### config.mk
export PLATFORM = sky130hd
export DESIGN_NAME = ara_encoder
export DESIGN_NICKNAME = d
export VERILOG_FILES = /design/src/rtl/ara_enc_pkg.sv /design/src/rtl/ara_precoder.sv /design/src/rtl/ara_circ_addr.sv /design/src/rtl/ara_parity_acc.sv /design/src/rtl/ara_encoder.sv
export SDC_FILE = /design/constraint.sdc
export NUM_CORES = 1
export LEC_CHECK = 0
export BUFFER_PORTS_ARGS = -buffer_cell sky130_fd_sc_hd__buf_2
export CAP_MARGIN = 20
export CORE_MARGIN = 2
export CORE_UTILIZATION = 35
export DETAILED_ROUTE_END_ITERATION = 6
export GPL_TIMING_DRIVEN = 0
export PLACE_DENSITY_LB_ADDON = 0.05
export SYNTH_ARGS = -nofsm -noshare
export SYNTH_HDL_FRONTEND = slang
export SYNTH_SLANG_ARGS = --single-unit
export TNS_END_PERCENT = 5
### constraint.sdc
create_clock -name clk -period 6.9 [get_ports clk]
set_input_delay 0.69 -clock clk [delete_from_list [all_inputs] [get_ports clk]]
set_output_delay 0.69 -clock clk [all_outputs]
set_load 0.005 [all_outputs]
### src/rtl/ara_enc_pkg.sv
package ara_enc_pkg;

   typedef enum logic {
      PH_FILL = 1'b0,
      PH_EMIT = 1'b1
   } ara_phase_e;

   // circulant offset that belongs to a copy index of the repeated stream
   function automatic int unsigned ara_pick_shift(input int unsigned copy_idx,
                                                  input int unsigned s0,
                                                  input int unsigned s1,
                                                  input int unsigned s2);
      if (copy_idx == 0) return s0;
      if (copy_idx == 1) return s1;
      return s2;
   endfunction

endpackage

### src/rtl/ara_precoder.sv
module ara_precoder (
   input  logic clk,
   input  logic rst_n,
   input  logic step,
   input  logic blk_end,
   input  logic bit_in,
   input  logic odd_pos,
   output logic p_out
);
   logic run_q;
   logic run_d;

   assign run_d = run_q ^ bit_in;
   // odd positions take the running XOR, even positions pass the bit itself
   assign p_out = odd_pos ? run_d : bit_in;

   always_ff @(posedge clk) begin
      if (!rst_n)        run_q <= 1'b0;
      else if (step)     run_q <= blk_end ? 1'b0 : run_d;
   end
endmodule

### src/rtl/ara_circ_addr.sv
module ara_circ_addr #(
   parameter int unsigned K  = 16,
   parameter int unsigned S0 = 1,
   parameter int unsigned S1 = 5,
   parameter int unsigned S2 = 11,
   parameter int unsigned AW = $clog2(K)
) (
   input  logic                clk,
   input  logic                rst_n,
   input  logic                step,
   input  logic                restart,
   output logic [2:0][AW-1:0]  addr
);
   import ara_enc_pkg::*;

   localparam logic [AW:0] K_W = (AW+1)'(K);

   logic [1:0]    copy_q;
   logic [AW-1:0] pos_q;
   logic [AW:0]   pos_adv;

   // one address per tap of the three interleaved bits consumed per beat
   for (genvar t = 0; t < 3; t++) begin : g_tap
      logic [AW:0] m_raw;
      logic        wrap;
      logic [AW:0] m_loc;
      logic [1:0]  c_loc;
      logic [AW:0] sh;
      logic [AW:0] sum;

      always_comb begin
         m_raw = {1'b0, pos_q} + (AW+1)'(t);
         wrap  = (m_raw >= K_W);
         m_loc = wrap ? (m_raw - K_W) : m_raw;
         c_loc = copy_q + {1'b0, wrap};
         sh    = (AW+1)'(ara_pick_shift(32'(c_loc), S0, S1, S2));
         sum   = m_loc + sh;
         addr[t] = (sum >= K_W) ? AW'(sum - K_W) : AW'(sum);
      end
   end

   assign pos_adv = {1'b0, pos_q} + (AW+1)'(3);

   always_ff @(posedge clk) begin
      if (!rst_n || (step && restart)) begin
         copy_q <= 2'd0;
         pos_q  <= '0;
      end else if (step) begin
         if (pos_adv >= K_W) begin
            pos_q  <= AW'(pos_adv - K_W);
            copy_q <= copy_q + 2'd1;
         end else begin
            pos_q  <= AW'(pos_adv);
         end
      end
   end
endmodule

### src/rtl/ara_parity_acc.sv
module ara_parity_acc (
   input  logic       clk,
   input  logic       rst_n,
   input  logic       step,
   input  logic       restart,
   input  logic [2:0] taps,
   output logic       par
);
   logic acc_q;

   // value after folding in three stream bits: the kept accumulator output
   assign par = acc_q ^ taps[0] ^ taps[1] ^ taps[2];

   always_ff @(posedge clk) begin
      if (!rst_n)      acc_q <= 1'b0;
      else if (step)   acc_q <= restart ? 1'b0 : par;
   end
endmodule

### src/rtl/ara_encoder.sv
module ara_encoder #(
   parameter int unsigned K  = 16,
   parameter int unsigned S0 = 1,
   parameter int unsigned S1 = 5,
   parameter int unsigned S2 = 11
) (
   input  logic clk,
   input  logic rst_n,
   input  logic in_valid,
   output logic in_ready,
   input  logic in_bit,
   output logic out_valid,
   input  logic out_ready,
   output logic out_bit,
   output logic out_last
);
   import ara_enc_pkg::*;

   localparam int unsigned AW = $clog2(K);
   localparam int unsigned CW = $clog2(2*K);
   localparam logic [CW-1:0] FILL_LAST = CW'(K-1);
   localparam logic [CW-1:0] EMIT_LAST = CW'(2*K-1);
   localparam logic [CW-1:0] PAR_START = CW'(K);

   if (K < 3) begin : g_chk_k
      $error("ara_encoder: K must be at least 3");
   end
   if (S0 >= K || S1 >= K || S2 >= K) begin : g_chk_s
      $error("ara_encoder: circulant offsets must be below K");
   end

   ara_phase_e     phase_q;
   logic [CW-1:0]  cnt_q;
   logic [K-1:0]   ubuf_q;
   logic [K-1:0]   pbuf_q;

   logic fill_fire, emit_fire, fill_end, emit_end, in_parity;
   logic p_bit, par_bit, par_step;
   logic [2:0][AW-1:0] taddr;
   logic [2:0]         taps;

   assign in_ready  = (phase_q == PH_FILL);
   assign out_valid = (phase_q == PH_EMIT);
   assign fill_fire = in_valid && in_ready;
   assign emit_fire = out_valid && out_ready;
   assign fill_end  = fill_fire && (cnt_q == FILL_LAST);
   assign emit_end  = emit_fire && (cnt_q == EMIT_LAST);
   assign in_parity = (cnt_q >= PAR_START);
   assign par_step  = emit_fire && in_parity;

   ara_precoder u_pre (
      .clk     (clk),
      .rst_n   (rst_n),
      .step    (fill_fire),
      .blk_end (fill_end),
      .bit_in  (in_bit),
      .odd_pos (cnt_q[0]),
      .p_out   (p_bit)
   );

   ara_circ_addr #(.K(K), .S0(S0), .S1(S1), .S2(S2), .AW(AW)) u_addr (
      .clk     (clk),
      .rst_n   (rst_n),
      .step    (par_step),
      .restart (emit_end),
      .addr    (taddr)
   );

   for (genvar t = 0; t < 3; t++) begin : g_taps
      assign taps[t] = pbuf_q[taddr[t]];
   end

   ara_parity_acc u_par (
      .clk     (clk),
      .rst_n   (rst_n),
      .step    (par_step),
      .restart (emit_end),
      .taps    (taps),
      .par     (par_bit)
   );

   assign out_bit  = in_parity ? par_bit : ubuf_q[cnt_q[AW-1:0]];
   assign out_last = out_valid && (cnt_q == EMIT_LAST);

   always_ff @(posedge clk) begin
      if (!rst_n) begin
         phase_q <= PH_FILL;
         cnt_q   <= '0;
         ubuf_q  <= '0;
         pbuf_q  <= '0;
      end else begin
         if (fill_fire) begin
            ubuf_q[cnt_q[AW-1:0]] <= in_bit;
            pbuf_q[cnt_q[AW-1:0]] <= p_bit;
            if (fill_end) begin
               phase_q <= PH_EMIT;
               cnt_q   <= '0;
            end else begin
               cnt_q   <= cnt_q + 1'b1;
            end
         end
         if (emit_fire) begin
            if (emit_end) begin
               phase_q <= PH_FILL;
               cnt_q   <= '0;
            end else begin
               cnt_q   <= cnt_q + 1'b1;
            end
         end
      end
   end
endmodule

Yosys cells after proc, flatten, opt, wreduce, memory -nomap -nowiden
Cells that the tools add are included.
{"block": "op_classes", "bitwise_logic": 5, "muxes": 52, "magnitude_cmp": 13, "addsub": 18, "eq_ne": 5, "reduce_logical": 15}
{"cell": "5-bit 2-to-1 mux", "count": 10}
{"cell": "5-bit greater-or-equal comparator (second input constant)", "count": 7}
{"cell": "16-bit bitwise mux", "count": 2}
{"cell": "4-bit 2-to-1 mux", "count": 7}
{"cell": "1-bit 2-to-1 mux", "count": 25}
{"cell": "4-bit by 5-bit < comparator with 1-bit output (second input constant)", "count": 4}
{"cell": "1-bit binary-select mux with 4-bit select", "count": 4}
{"cell": "4-bit by 1-bit subtractor with 4-bit output (second input constant)", "count": 4}
{"cell": "5-bit adder", "count": 3}
{"cell": "4-bit by 2-bit adder with 5-bit output (second input constant)", "count": 2}
{"cell": "5-bit subtractor (second input constant)", "count": 2}
{"cell": "3-bit 2-to-1 mux", "count": 3}
{"cell": "1-bit logical AND", "count": 8}
{"cell": "2-bit by 1-bit adder with 2-bit output", "count": 3}
{"cell": "2-bit by 1-bit == test with 1-bit output (second input constant)", "count": 3}
{"cell": "2-bit zero test", "count": 3}
{"cell": "4-bit by 1-bit adder with 5-bit output (second input constant)", "count": 1}
{"cell": "5-bit by 1-bit adder with 5-bit output (second input constant)", "count": 1}
{"cell": "5-bit by 4-bit == test with 1-bit output (second input constant)", "count": 1}
{"cell": "5-bit == test (second input constant)", "count": 1}
{"cell": "4-bit by 5-bit greater-or-equal comparator with 1-bit output (second input constant)", "count": 1}
{"cell": "4-bit by 5-bit subtractor with 5-bit output (second input constant)", "count": 1}
{"cell": "1-bit demux with 4-bit select", "count": 1}
{"cell": "4-bit by 1-bit greater-or-equal comparator with 1-bit output (second input constant)", "count": 1}
{"cell": "other kinds (7)", "count": 10}
{"block": "word_totals", "in_bits": 5, "register_bits": 46, "output_inout_bits": 4, "wordCells": 116}

Logic depth before layout (Yosys ltp)
Gate-level depths: netlist of the first run.
{"block": "depth", "ltp_word": 16, "ltp_mapped": 14, "depth_no_buf": 13}

By module
From an unflattened synthesis of the first run, not the netlist that was laid out.
{"block": "hier_totals", "hier_cells": 317, "area_unflattened_um2": 2996.6}
{"mod": "ara_encoder", "cells_each": 224, "instances": 1, "seq_area_each_um2": 760.7, "area_each_um2": 2167.1}
{"mod": "ara_circ_addr", "cells_each": 79, "instances": 1, "seq_area_each_um2": 120.1, "area_each_um2": 696.9}
{"mod": "ara_parity_acc", "cells_each": 7, "instances": 1, "seq_area_each_um2": 20.0, "area_each_um2": 67.6}
{"mod": "ara_precoder", "cells_each": 7, "instances": 1, "seq_area_each_um2": 20.0, "area_each_um2": 65.1}

Worst setup path after synthesis of the first run
OpenSTA, ideal clock, no wires.
{"block": "synth_timing", "path_type": "reg2out", "start": "register u_addr.pos_q[1]", "end": "output port out_bit", "t_arrival_ns": 3.070, "required_ns": 6.210, "path_buffers": 0, "path_slack_ns": 3.140, "stages_incl_launch_ff": 13, "cell_sequence": "dfxtp_1 -> ha_1 -> and3_1 -> ha_1 -> xnor2_2 -> and2_1 -> ha_1 -> nor2b_1 -> mux2_4 -> or2_4 -> o2111a_1 -> o21a_2 -> o311ai_1"}
{"block": "synth_between", "elab_chain_len": 16}
{"item": "start, declared", "line_no": "ara_circ_addr.sv:19", "rtl": "logic [AW-1:0] pos_q;"}
{"item": "start signal, assigned", "line_no": "ara_circ_addr.sv:50", "rtl": "pos_q <= AW'(pos_adv - K_W);"}
{"item": "start signal, assigned", "line_no": "ara_circ_addr.sv:53", "rtl": "pos_q <= AW'(pos_adv);"}
{"item": "4-bit by 1-bit adder with 5-bit output / 4-bit by 5-bit greater-or-equal comparator with 1-bit output (equally long branches)", "line_no": "ara_circ_addr.sv:32, ara_circ_addr.sv:33"}
{"item": "5-bit greater-or-equal comparator / 2-bit by 1-bit adder with 2-bit output (equally long branches)", "line_no": "ara_circ_addr.sv:33, ara_circ_addr.sv:35"}
{"item": "2-bit by 1-bit adder with 2-bit output, or another cell as far along", "line_no": "ara_circ_addr.sv:35", "rtl": "c_loc = copy_q + {1'b0, wrap};"}
{"item": "2-bit by 1-bit == test with 1-bit output, or another cell as far along", "line_no": "ara_enc_pkg.sv:14", "rtl": "if (copy_idx == 1) return s1;"}
{"item": "1-bit 2-to-1 mux, or another cell as far along (2 in a row)", "line_no": "ara_enc_pkg.sv:14"}
{"item": "4-bit 2-to-1 mux / 5-bit 2-to-1 mux (equally long branches)", "line_no": "ara_enc_pkg.sv:15, ara_enc_pkg.sv:14"}
{"item": "5-bit 2-to-1 mux / 5-bit adder (equally long branches)", "line_no": "ara_enc_pkg.sv:14, ara_circ_addr.sv:37"}
{"item": "5-bit adder, or another cell as far along", "line_no": "ara_circ_addr.sv:37", "rtl": "sum = m_loc + sh;"}
{"item": "4-bit by 1-bit subtractor with 4-bit output, or another cell as far along", "line_no": "ara_circ_addr.sv:38", "rtl": "addr[t] = (sum >= K_W) ? AW'(sum - K_W) : AW'(sum);"}
{"item": "4-bit 2-to-1 mux / 1-bit binary-select mux with 4-bit select (equally long branches)", "line_no": "ara_circ_addr.sv:38, ara_encoder.sv:70"}
{"item": "1-bit binary-select mux with 4-bit select / 1-bit 2-to-1 mux (equally long branches)", "line_no": "ara_encoder.sv:70", "rtl": "assign taps[t] = pbuf_q[taddr[t]];"}
{"item": "1-bit 2-to-1 mux (implied by the code) / 1-bit bitwise XOR (equally long branches)", "line_no": "ara_encoder.sv:70, ara_parity_acc.sv:12"}
{"item": "1-bit bitwise XOR", "line_no": "ara_parity_acc.sv:12", "rtl": "assign par = acc_q ^ taps[0] ^ taps[1] ^ taps[2];"}
{"item": "1-bit bitwise XOR (*)", "line_no": "ara_parity_acc.sv:12"}
{"item": "1-bit 2-to-1 mux (*)", "line_no": "ara_encoder.sv:82", "rtl": "assign out_bit = in_parity ? par_bit : ubuf_q[cnt_q[AW-1:0]];"}
{"item": "end, declared", "line_no": "ara_encoder.sv:14", "rtl": "output logic out_bit,"}
Every way passes the cells marked *; elsewhere a longest branch is shown, timed or not. The select of a mux whose other input is x is not followed.

==> results of run 1 <==
## routing by layer
metal,vias up,share of wire [%],routed length (um)
met5,-,0,0
met4,0,1.5,110
met3,8,2.6,197
met2,33,44,3299
met1,1175,52,3909
li1,1251,-,-
## kinds of logic after synthesis
group / after synthesis
adders and majority gates: 22
DFF: 46
xor gates and xnor gates: 19
buffers and inverters: 35
muxes: 34
AOI/OAI and AO/OA: 54
and+or+nand+nor: 140
## how the worst max path moves through the flow
stage / start / end / slack, ns / cells past startpoint
floorplan: u_addr.pos_q[1]$_SDFFE_PP0P_ / out_bit / 3.14 / 12
global placement: u_addr.pos_q[0]$_SDFFE_PP0P_ / out_bit / 2.56 / 12
detailed placement: u_addr.pos_q[0]$_SDFFE_PP0P_ / out_bit / 2.52 / 12
CTS: u_addr.pos_q[0]$_SDFFE_PP0P_ / out_bit / 2.17 / 12
global route: u_addr.pos_q[0]$_SDFFE_PP0P_ / out_bit / 1.93 / 12
finish: u_addr.pos_q[0]$_SDFFE_PP0P_ / out_bit / 2.23 / 12
## cells in the final DEF (no fill, tap or decap), types with 14 or more instances in the layout
cell type and count:
sky130_fd_sc_hd__clkbuf_1 16, sky130_fd_sc_hd__ha_1 20, sky130_fd_sc_hd__nor3b_1 18, sky130_fd_sc_hd__a21boi_0 15
sky130_fd_sc_hd__nor3_1 15, sky130_fd_sc_hd__inv_1 14, sky130_fd_sc_hd__o21ai_0 18, sky130_fd_sc_hd__nor2_1 38
sky130_fd_sc_hd__nand2_1 30, sky130_fd_sc_hd__dfxtp_1 46, sky130_fd_sc_hd__mux2i_1 19
## per-stage QoR
stage | power, uW | instance area, um^2 | utilization, % | worst slack, ns
floorplan | 309.3 | 3123 | - | 3.140
global placement | 323.3 | 3293 | 37.95 | 2.564
detailed placement | 323.8 | 3293 | 37.95 | 2.519
CTS | 500.6 | 3383 | 38.99 | 2.173
global route | 515.3 | 3383 | 38.99 | 1.926
finish | 490.7 | 3383 | 38.99 | 2.234
## worst max-delay path, cell delays in order (launching register included)
cell,delay [ns]
sky130_fd_sc_hd__dfxtp_1,0.35
sky130_fd_sc_hd__buf_2,0.20
sky130_fd_sc_hd__buf_4,0.21
sky130_fd_sc_hd__buf_2,0.24
sky130_fd_sc_hd__inv_1,0.22
sky130_fd_sc_hd__fa_1,0.58
sky130_fd_sc_hd__clkbuf_1,0.33
sky130_fd_sc_hd__mux4_2,0.55
sky130_fd_sc_hd__mux2i_1,0.26
sky130_fd_sc_hd__xnor2_1,0.16
sky130_fd_sc_hd__nand2b_1,0.16
sky130_fd_sc_hd__o311ai_1,0.25
sky130_fd_sc_hd__buf_2,0.17
## state kept, by name (all words and copies together) (netlist names)
register	cells
pbuf_q	16
ubuf_q	16
u_addr.copy_q	2
cnt_q	5
out_valid	1
u_addr.pos_q	4
u_pre.run_q	1
u_par.acc_q	1
## final cells by class
cell class                      count  area, um^2  area share (%)
Tap cell                          108       135.1           3.994
Buffer                             21       93.84           2.774
Multi-Input combinational cell    269        2056           60.76
Sequential cell                    46       920.9           27.22
Timing Repair Buffer                7       35.03           1.036
Clock buffer                        5       68.82           2.034
Inverter                           14       52.55           1.553
Clock inverter                      3       21.27          0.6287
## where the power goes
group          total, uW  internal (uW)  leakage (uW)  switching, uW
Sequential           272            269      0.000371           2.70
Clock                173           71.4     0.0000441            102
Combinational       45.7           17.2      0.000833           28.5
==> out/metrics.json, run 1 <==
{
  "status": {
    "status": "finished clean"
  },
  "worst_hold_path": {
    "hold-path-endpoint": "ubuf_q[11]$_SDFFE_PN0P_",
    "hp-start": "ubuf_q[11]$_SDFFE_PN0P_",
    "min-delay-path-class": "reg -> reg",
    "whs_path_depth": 2
  },
  "synth": {
    "netlist_top_cells_area": "sky130_fd_sc_hd__dfxtp_1, sky130_fd_sc_hd__mux4_2, sky130_fd_sc_hd__ha_1",
    "yosysMostFrequentCell": "sky130_fd_sc_hd__dfxtp_1",
    "synthSimpleGateAreaFrac_pct": 22.64,
    "post_synth_most_frequent_cells": "sky130_fd_sc_hd__dfxtp_1, sky130_fd_sc_hd__nor2_1, sky130_fd_sc_hd__nand2_1",
    "synthesis.area_um2": 3123,
    "yosys_warnings": 0,
    "synth-seq-cells": 46,
    "ys_dominant_reg_cell": "sky130_fd_sc_hd__dfxtp_1",
    "synthesis.instances": 350,
    "synthesized_area_fraction_occupied_by_ao_oa_aoi_and_oai_cells_pct": 11.46,
    "postSynthAreaPerCell_um2": 8.923,
    "yosysTopAreaCellShare_pct": 29.49,
    "yosys-mux-area-fraction_pct": 15.95,
    "postSynth.asyncResetShare_pct": 0,
    "yosysTopAreaCell": "sky130_fd_sc_hd__dfxtp_1",
    "syn-num-nets": 377,
    "ys_seq_area_share_pct": 29.49,
    "yosysUniqueCellTypes": 44,
    "post_synth_edffs": 0,
    "post_synth_xor_area_fraction_pct": 6.490,
    "synthAdderAreaFrac_pct": 9.295,
    "synth_top_family_by_area": "simple AND/OR/NAND/NOR gates"
  },
  "clocking": {
    "cts_root_buffer": "sky130_fd_sc_hd__clkbuf_8",
    "worstSkewPairLatency_ns": 0.32,
    "ctsResizeCount": 0,
    "cts_hold_buffers": 0,
    "post_cts.repair.setup_buffers": 0,
    "cts.htree.levels": 2,
    "numClockSinks": 46,
    "cts_tree": "built",
    "numCtsBuffers": 5,
    "worst_setup_hold_path_clk_slew_ns": 0.10,
    "cts_buffer_depth": 2
  },
  "global_routing": {
    "met1_usage_pct": 25.12,
    "use_met2_pct": 25.22,
    "grt-busiest-layer": "met2",
    "first_global_vias": 2440,
    "grt_start_max_net_pins": 16,
    "antenna_found_initial": 0,
    "grtUsageTotal_pct": 16.78,
    "groute.layer.met3.usage_pct": 2.057,
    "overflow": 0,
    "grt_pass1_wl_mm": 12.83
  },
  "sta": {
    "grt_setup_unrepaired": "false",
    "timing.final.max_slew_violations": 0,
    "fin_crit_sh_pct": 67.62,
    "report.final.setup_viol": 0,
    "worst_clock_skew_ns": 0.01531,
    "worst_hold_slack_ns": 0.4863,
    "tns_ns": 0,
    "post-route-min-period_ns": 4.666,
    "finalHoldViolCount": 0,
    "max_freq_mhz": 214.3,
    "timing.max_slew.rel_slack_pct": 62.04,
    "tightest_slew_ns": 0.5654
  },
  "critical_path": {
    "timing.reg2reg.setup_slack_ns": 3.35,
    "r2r-end": "u_par.acc_q$_SDFFE_PN0P_",
    "path_max_fanout": 10,
    "required_time_of_the_critical_path_ns": 6.21,
    "cp.arrival_ns": 3.98,
    "worstSetupStartpointType": "flop",
    "r2r-start": "u_addr.pos_q[0]$_SDFFE_PP0P_",
    "criticalPathCategory": "reg -> out",
    "crit_path_end_kind": "primary output",
    "r2r_depth": 11
  },
  "floorplan": {
    "fp-row-count": 34,
    "die_y_um": 98.46,
    "core_footprint_um2": 8678,
    "floorplan.initialDensity_pct": 35.99,
    "floorplan.die_area_um2": 9694,
    "die_w_um": 98.46,
    "io_pins": 9
  },
  "placement": {
    "routabilityCongestion": 0.7640,
    "hpwl_mm": 5.676,
    "io_buffer_count": 7,
    "placedCellCount": 465
  },
  "finish": {
    "final_net_count": 391,
    "layoutNonFillerInstCount": 473,
    "area_growth_from_synthesis_to_final_layout_pct": 8.333,
    "nFillCells": 910,
    "antenna_cells_inserted": 0,
    "drive_above_1_share_pct": 11.51
  },
  "route": {
    "drcViolationCount": 0,
    "routedWlPerCell_um": 15.89,
    "detail-route-antenna-nets": 0,
    "routed_via_density": 5.216,
    "drt_first_iter_violations": 68,
    "drtPass1Iterations": 5,
    "totalWireLength_mm": 7.516,
    "dr_total_vias": 2467
  },
  "pwr": {
    "power.leakage_uw": 0.001248,
    "worst_ir_drop_vdd_mv": 0.06842,
    "power.density_cell_area_nw_per_um2": 145.0
  },
  "flow_run": {
    "drv.max_cap_violation_count": 0
  }
}
(Power assumes the default switching activity.)
==> inputs of run 2 (changes only) <==
Clock period 6.9 ns to 3.92 ns, I/O delays scaled along.
==> out/metrics.json, run 2 (synthesis gave the netlist of run 1 again) <==
{
  "sta": {
    "post-route-min-period_ns": 3.773,
    "tightest_slew": {"value": 0.5575, "unit": "ns", "change": "was 0.5654 ns"},
    "grt_setup_unrepaired": {"value": "false", "change": "unchanged"},
    "report.final.setup_viol": {"value": 0, "change": "unchanged"},
    "timing.final.max_slew_violations": {"value": 0, "change": "unchanged"},
    "post-route-worst-setup-slack": {"value": 0.1471, "unit": "ns", "change": "was 2.234 ns"},
    "timing.max_slew.rel_slack": {"value": 62.56, "unit": "%", "change": "was 62.04%"},
    "fin_crit_sh_pct": 96.25,
    "finalHoldViolCount": {"value": 0, "change": "unchanged"},
    "worst_clock_skew": {"value": 0.007454, "unit": "ns", "change": "was 0.01531 ns"},
    "max_freq_mhz": 265.0
  },
  "route": {
    "detail-route-antenna-nets": {"value": 0, "change": "unchanged"},
    "drcViolationCount": {"value": 0, "change": "unchanged"},
    "totalWireLength": {"value": 7.891, "unit": "mm", "change": "was 7.516 mm"},
    "drt_first_iter_violations": {"value": 57, "change": "was 68"},
    "dr_total_vias": {"value": 2558, "change": "was 2,467"},
    "routedWlPerCell": {"value": 16.07, "unit": "um", "change": "was 15.89 um"},
    "routed_via_density": {"value": 5.210, "change": "was 5.216"},
    "drtPass1Iterations": {"value": 4, "change": "was 5"}
  },
  "critical_path": {
    "criticalPathCategory": {"value": "reg -> out", "change": "unchanged"},
    "required_time_of_the_critical_path": {"value": 3.53, "unit": "ns", "change": "was 6.21 ns"},
    "path_max_fanout": {"value": 5, "change": "was 10"},
    "worstSetupStartpointType": {"value": "flop", "change": "unchanged"},
    "cp.arrival": {"value": 3.38, "unit": "ns", "change": "was 3.98 ns"},
    "crit_path_end_kind": {"value": "primary output", "change": "unchanged"}
  },
  "pwr": {
    "power.density_cell_area": {"value": 232.4, "unit": "nW/um^2", "change": "was 145.0 nW/um^2"},
    "worst_ir_drop_vdd": {"value": 0.1205, "unit": "mV", "change": "was 0.06842 mV"},
    "power.leakage": {"value": 0.001376, "unit": "uW", "change": "was 0.001248 uW"}
  },
  "status": {
    "status": {"value": "finished clean", "change": "unchanged"}
  },
  "global_routing": {
    "antenna_found_initial": {"value": 0, "change": "unchanged"},
    "first_global_vias": {"value": 2491, "change": "was 2,440"},
    "grt_pass1_wl": {"value": 13.14, "unit": "mm", "change": "was 12.83 mm"},
    "overflow": {"value": 0, "change": "unchanged"},
    "grt_start_max_net_pins": {"value": 16, "change": "unchanged"},
    "grtUsageTotal": {"value": 17.15, "unit": "%", "change": "was 16.78%"}
  },
  "worst_hold_path": {
    "min-delay-path-class": {"value": "in -> reg", "change": "was reg -> reg"}
  },
  "finish": {
    "final_net_count": {"value": 409, "change": "was 391"},
    "layoutNonFillerInstCount": {"value": 491, "change": "was 473"},
    "final_common_cell": {"value": "sky130_fd_sc_hd__dfxtp_1", "change": "unchanged"},
    "drive_above_1_share": {"value": 21.67, "unit": "%", "change": "was 11.51%"},
    "layout.cells.most_common_list": {"value": "sky130_fd_sc_hd__dfxtp_1, sky130_fd_sc_hd__nor2_1, sky130_fd_sc_hd__nand2_1", "change": "unchanged"},
    "final_design_area_no_fill": {"value": 3729, "unit": "um^2", "change": "was 3383 um^2"},
    "nFillCells": {"value": 892, "change": "was 910"},
    "antenna_cells_inserted": {"value": 0, "change": "unchanged"},
    "largestRegisters": {"value": "pbuf_q (16), ubuf_q (16), cnt_q (5)", "change": "unchanged"},
    "area_growth_from_synthesis_to_final_layout": {"value": 19.39, "unit": "%", "change": "was 8.333%"}
  },
  "clocking": {
    "worstSkewPairLatency": {"value": 0.31, "unit": "ns", "change": "was 0.32 ns"},
    "cts_buffer_depth": {"value": 2, "change": "unchanged"},
    "worst_setup_hold_path_clk_slew": {"value": 0.09, "unit": "ns", "change": "was 0.10 ns"},
    "numClockSinks": {"value": 46, "change": "unchanged"},
    "cts_tree": {"value": "built", "change": "unchanged"},
    "cts.htree.levels": {"value": 2, "change": "unchanged"},
    "numCtsBuffers": {"value": 5, "change": "unchanged"},
    "cts_root_buffer": {"value": "sky130_fd_sc_hd__clkbuf_8", "change": "unchanged"}
  },
  "floorplan": {
    "floorplan.die_area": {"value": 9694, "unit": "um^2", "change": "unchanged"},
    "core_footprint": {"value": 8678, "unit": "um^2", "change": "unchanged"},
    "die_y": {"value": 98.46, "unit": "um", "change": "unchanged"},
    "floorplan.initialDensity": {"value": 35.99, "unit": "%", "change": "unchanged"},
    "fp-row-count": {"value": 34, "change": "unchanged"},
    "die_w": {"value": 98.46, "unit": "um", "change": "unchanged"},
    "io_pins": {"value": 9, "change": "unchanged"}
  },
  "placement": {
    "routabilityCongestion": {"value": 0.7640, "change": "unchanged"},
    "pre_cts_worst_setup_slack": {"value": -0.1634, "unit": "ns", "change": "was 2.519 ns"},
    "place_area": {"value": 3293, "unit": "um^2", "change": "unchanged"},
    "hpwl": {"value": 5.676, "unit": "mm", "change": "unchanged"},
    "placedCellCount": {"value": 465, "change": "unchanged"},
    "io_buffer_count": {"value": 7, "change": "unchanged"}
  },
  "flow_run": {
    "drv.max_cap_violation_count": {"value": 0, "change": "unchanged"}
  }
}
run 2: area by class of cell:
type,count,area (um^2),area share (%)
clock buffer,5,68.82,1.846
tap,108,135.1,3.624
multi-input combinational,269,2215,59.40
timing repair buffer,27,188.9,5.067
buffer,19,110.1,2.953
sequential,46,933.4,25.03
clock inverter,3,21.27,0.5705
inverter,14,56.30,1.510
run 2: metrics by stage:
stage	TNS, ns	power (uW)	hold WS (ns)	util, %
after global routing	0	905.4	0.4922	42.96
after floorplan	0	544.4	0.4540	-
after global placement	-0.1180	569.1	0.4682	37.95
after detailed placement	-0.1634	570.0	0.4776	37.95
after CTS	0	881.8	0.4365	40.96
final	0	866.6	0.4366	42.96
run 2: worst max-delay path, stage by stage (launching register included):
cell and delay, ns:
sky130_fd_sc_hd__dfxtp_4 0.37, sky130_fd_sc_hd__ha_2 0.19, sky130_fd_sc_hd__and3_4 0.18, sky130_fd_sc_hd__ha_4 0.17, sky130_fd_sc_hd__xnor2_4 0.14, sky130_fd_sc_hd__and2_4 0.17
sky130_fd_sc_hd__ha_4 0.20, sky130_fd_sc_hd__nor2b_1 0.13, sky130_fd_sc_hd__mux2_4 0.28, sky130_fd_sc_hd__or2_4 0.26, sky130_fd_sc_hd__o2111a_1 0.26, sky130_fd_sc_hd__o21a_2 0.24
sky130_fd_sc_hd__o211ai_1 0.21, sky130_fd_sc_hd__o311ai_2 0.13, sky130_fd_sc_hd__buf_2 0.14
run 2: where the power goes:
| part | leakage, uW | internal, uW | switching, uW | total (uW) |
|---|---|---|---|---|
| Clock | 0.0000441 | 126 | 182 | 307 |
| Sequential | 0.000374 | 471 | 4.74 | 476 |
| Combinational | 0.000957 | 32.5 | 50.9 | 83.4 |
| Total | 0.00138 | 629 | 237 | 867 |
run 2: worst paths after layout:
check                               start                  endpoint  slack (ns)  depth (start not counted)
max reg2reg  u_addr.pos_q[0]$_SDFFE_PP0P_  u_par.acc_q$_SDFFE_PN0P_        0.79                         14
max          u_addr.pos_q[0]$_SDFFE_PP0P_                   out_bit        0.15                         14
min                             out_ready      out_valid$_SDFF_PN0_        0.44                          4
min reg2reg       ubuf_q[11]$_SDFFE_PN0P_   ubuf_q[11]$_SDFFE_PN0P_        0.49                          2
run 2: per-layer routing:
metal | vias up | share of wire [%] | track usage [%]
met5 | - | 0 | 0
met4 | 0 | 1.3 | 5.374
met3 | 7 | 3.1 | 2.057
met2 | 42 | 45 | 26.22
met1 | 1225 | 50 | 25.39
li1 | 1284 | - | -
run 2: repair_timing:
item,4_1_cts,5_1_grt
buffers inserted,9,11
endpoints found under the setup margin,1,1
hold buffers,0,0
gates resized for setup,23,19
pin swaps,7,11
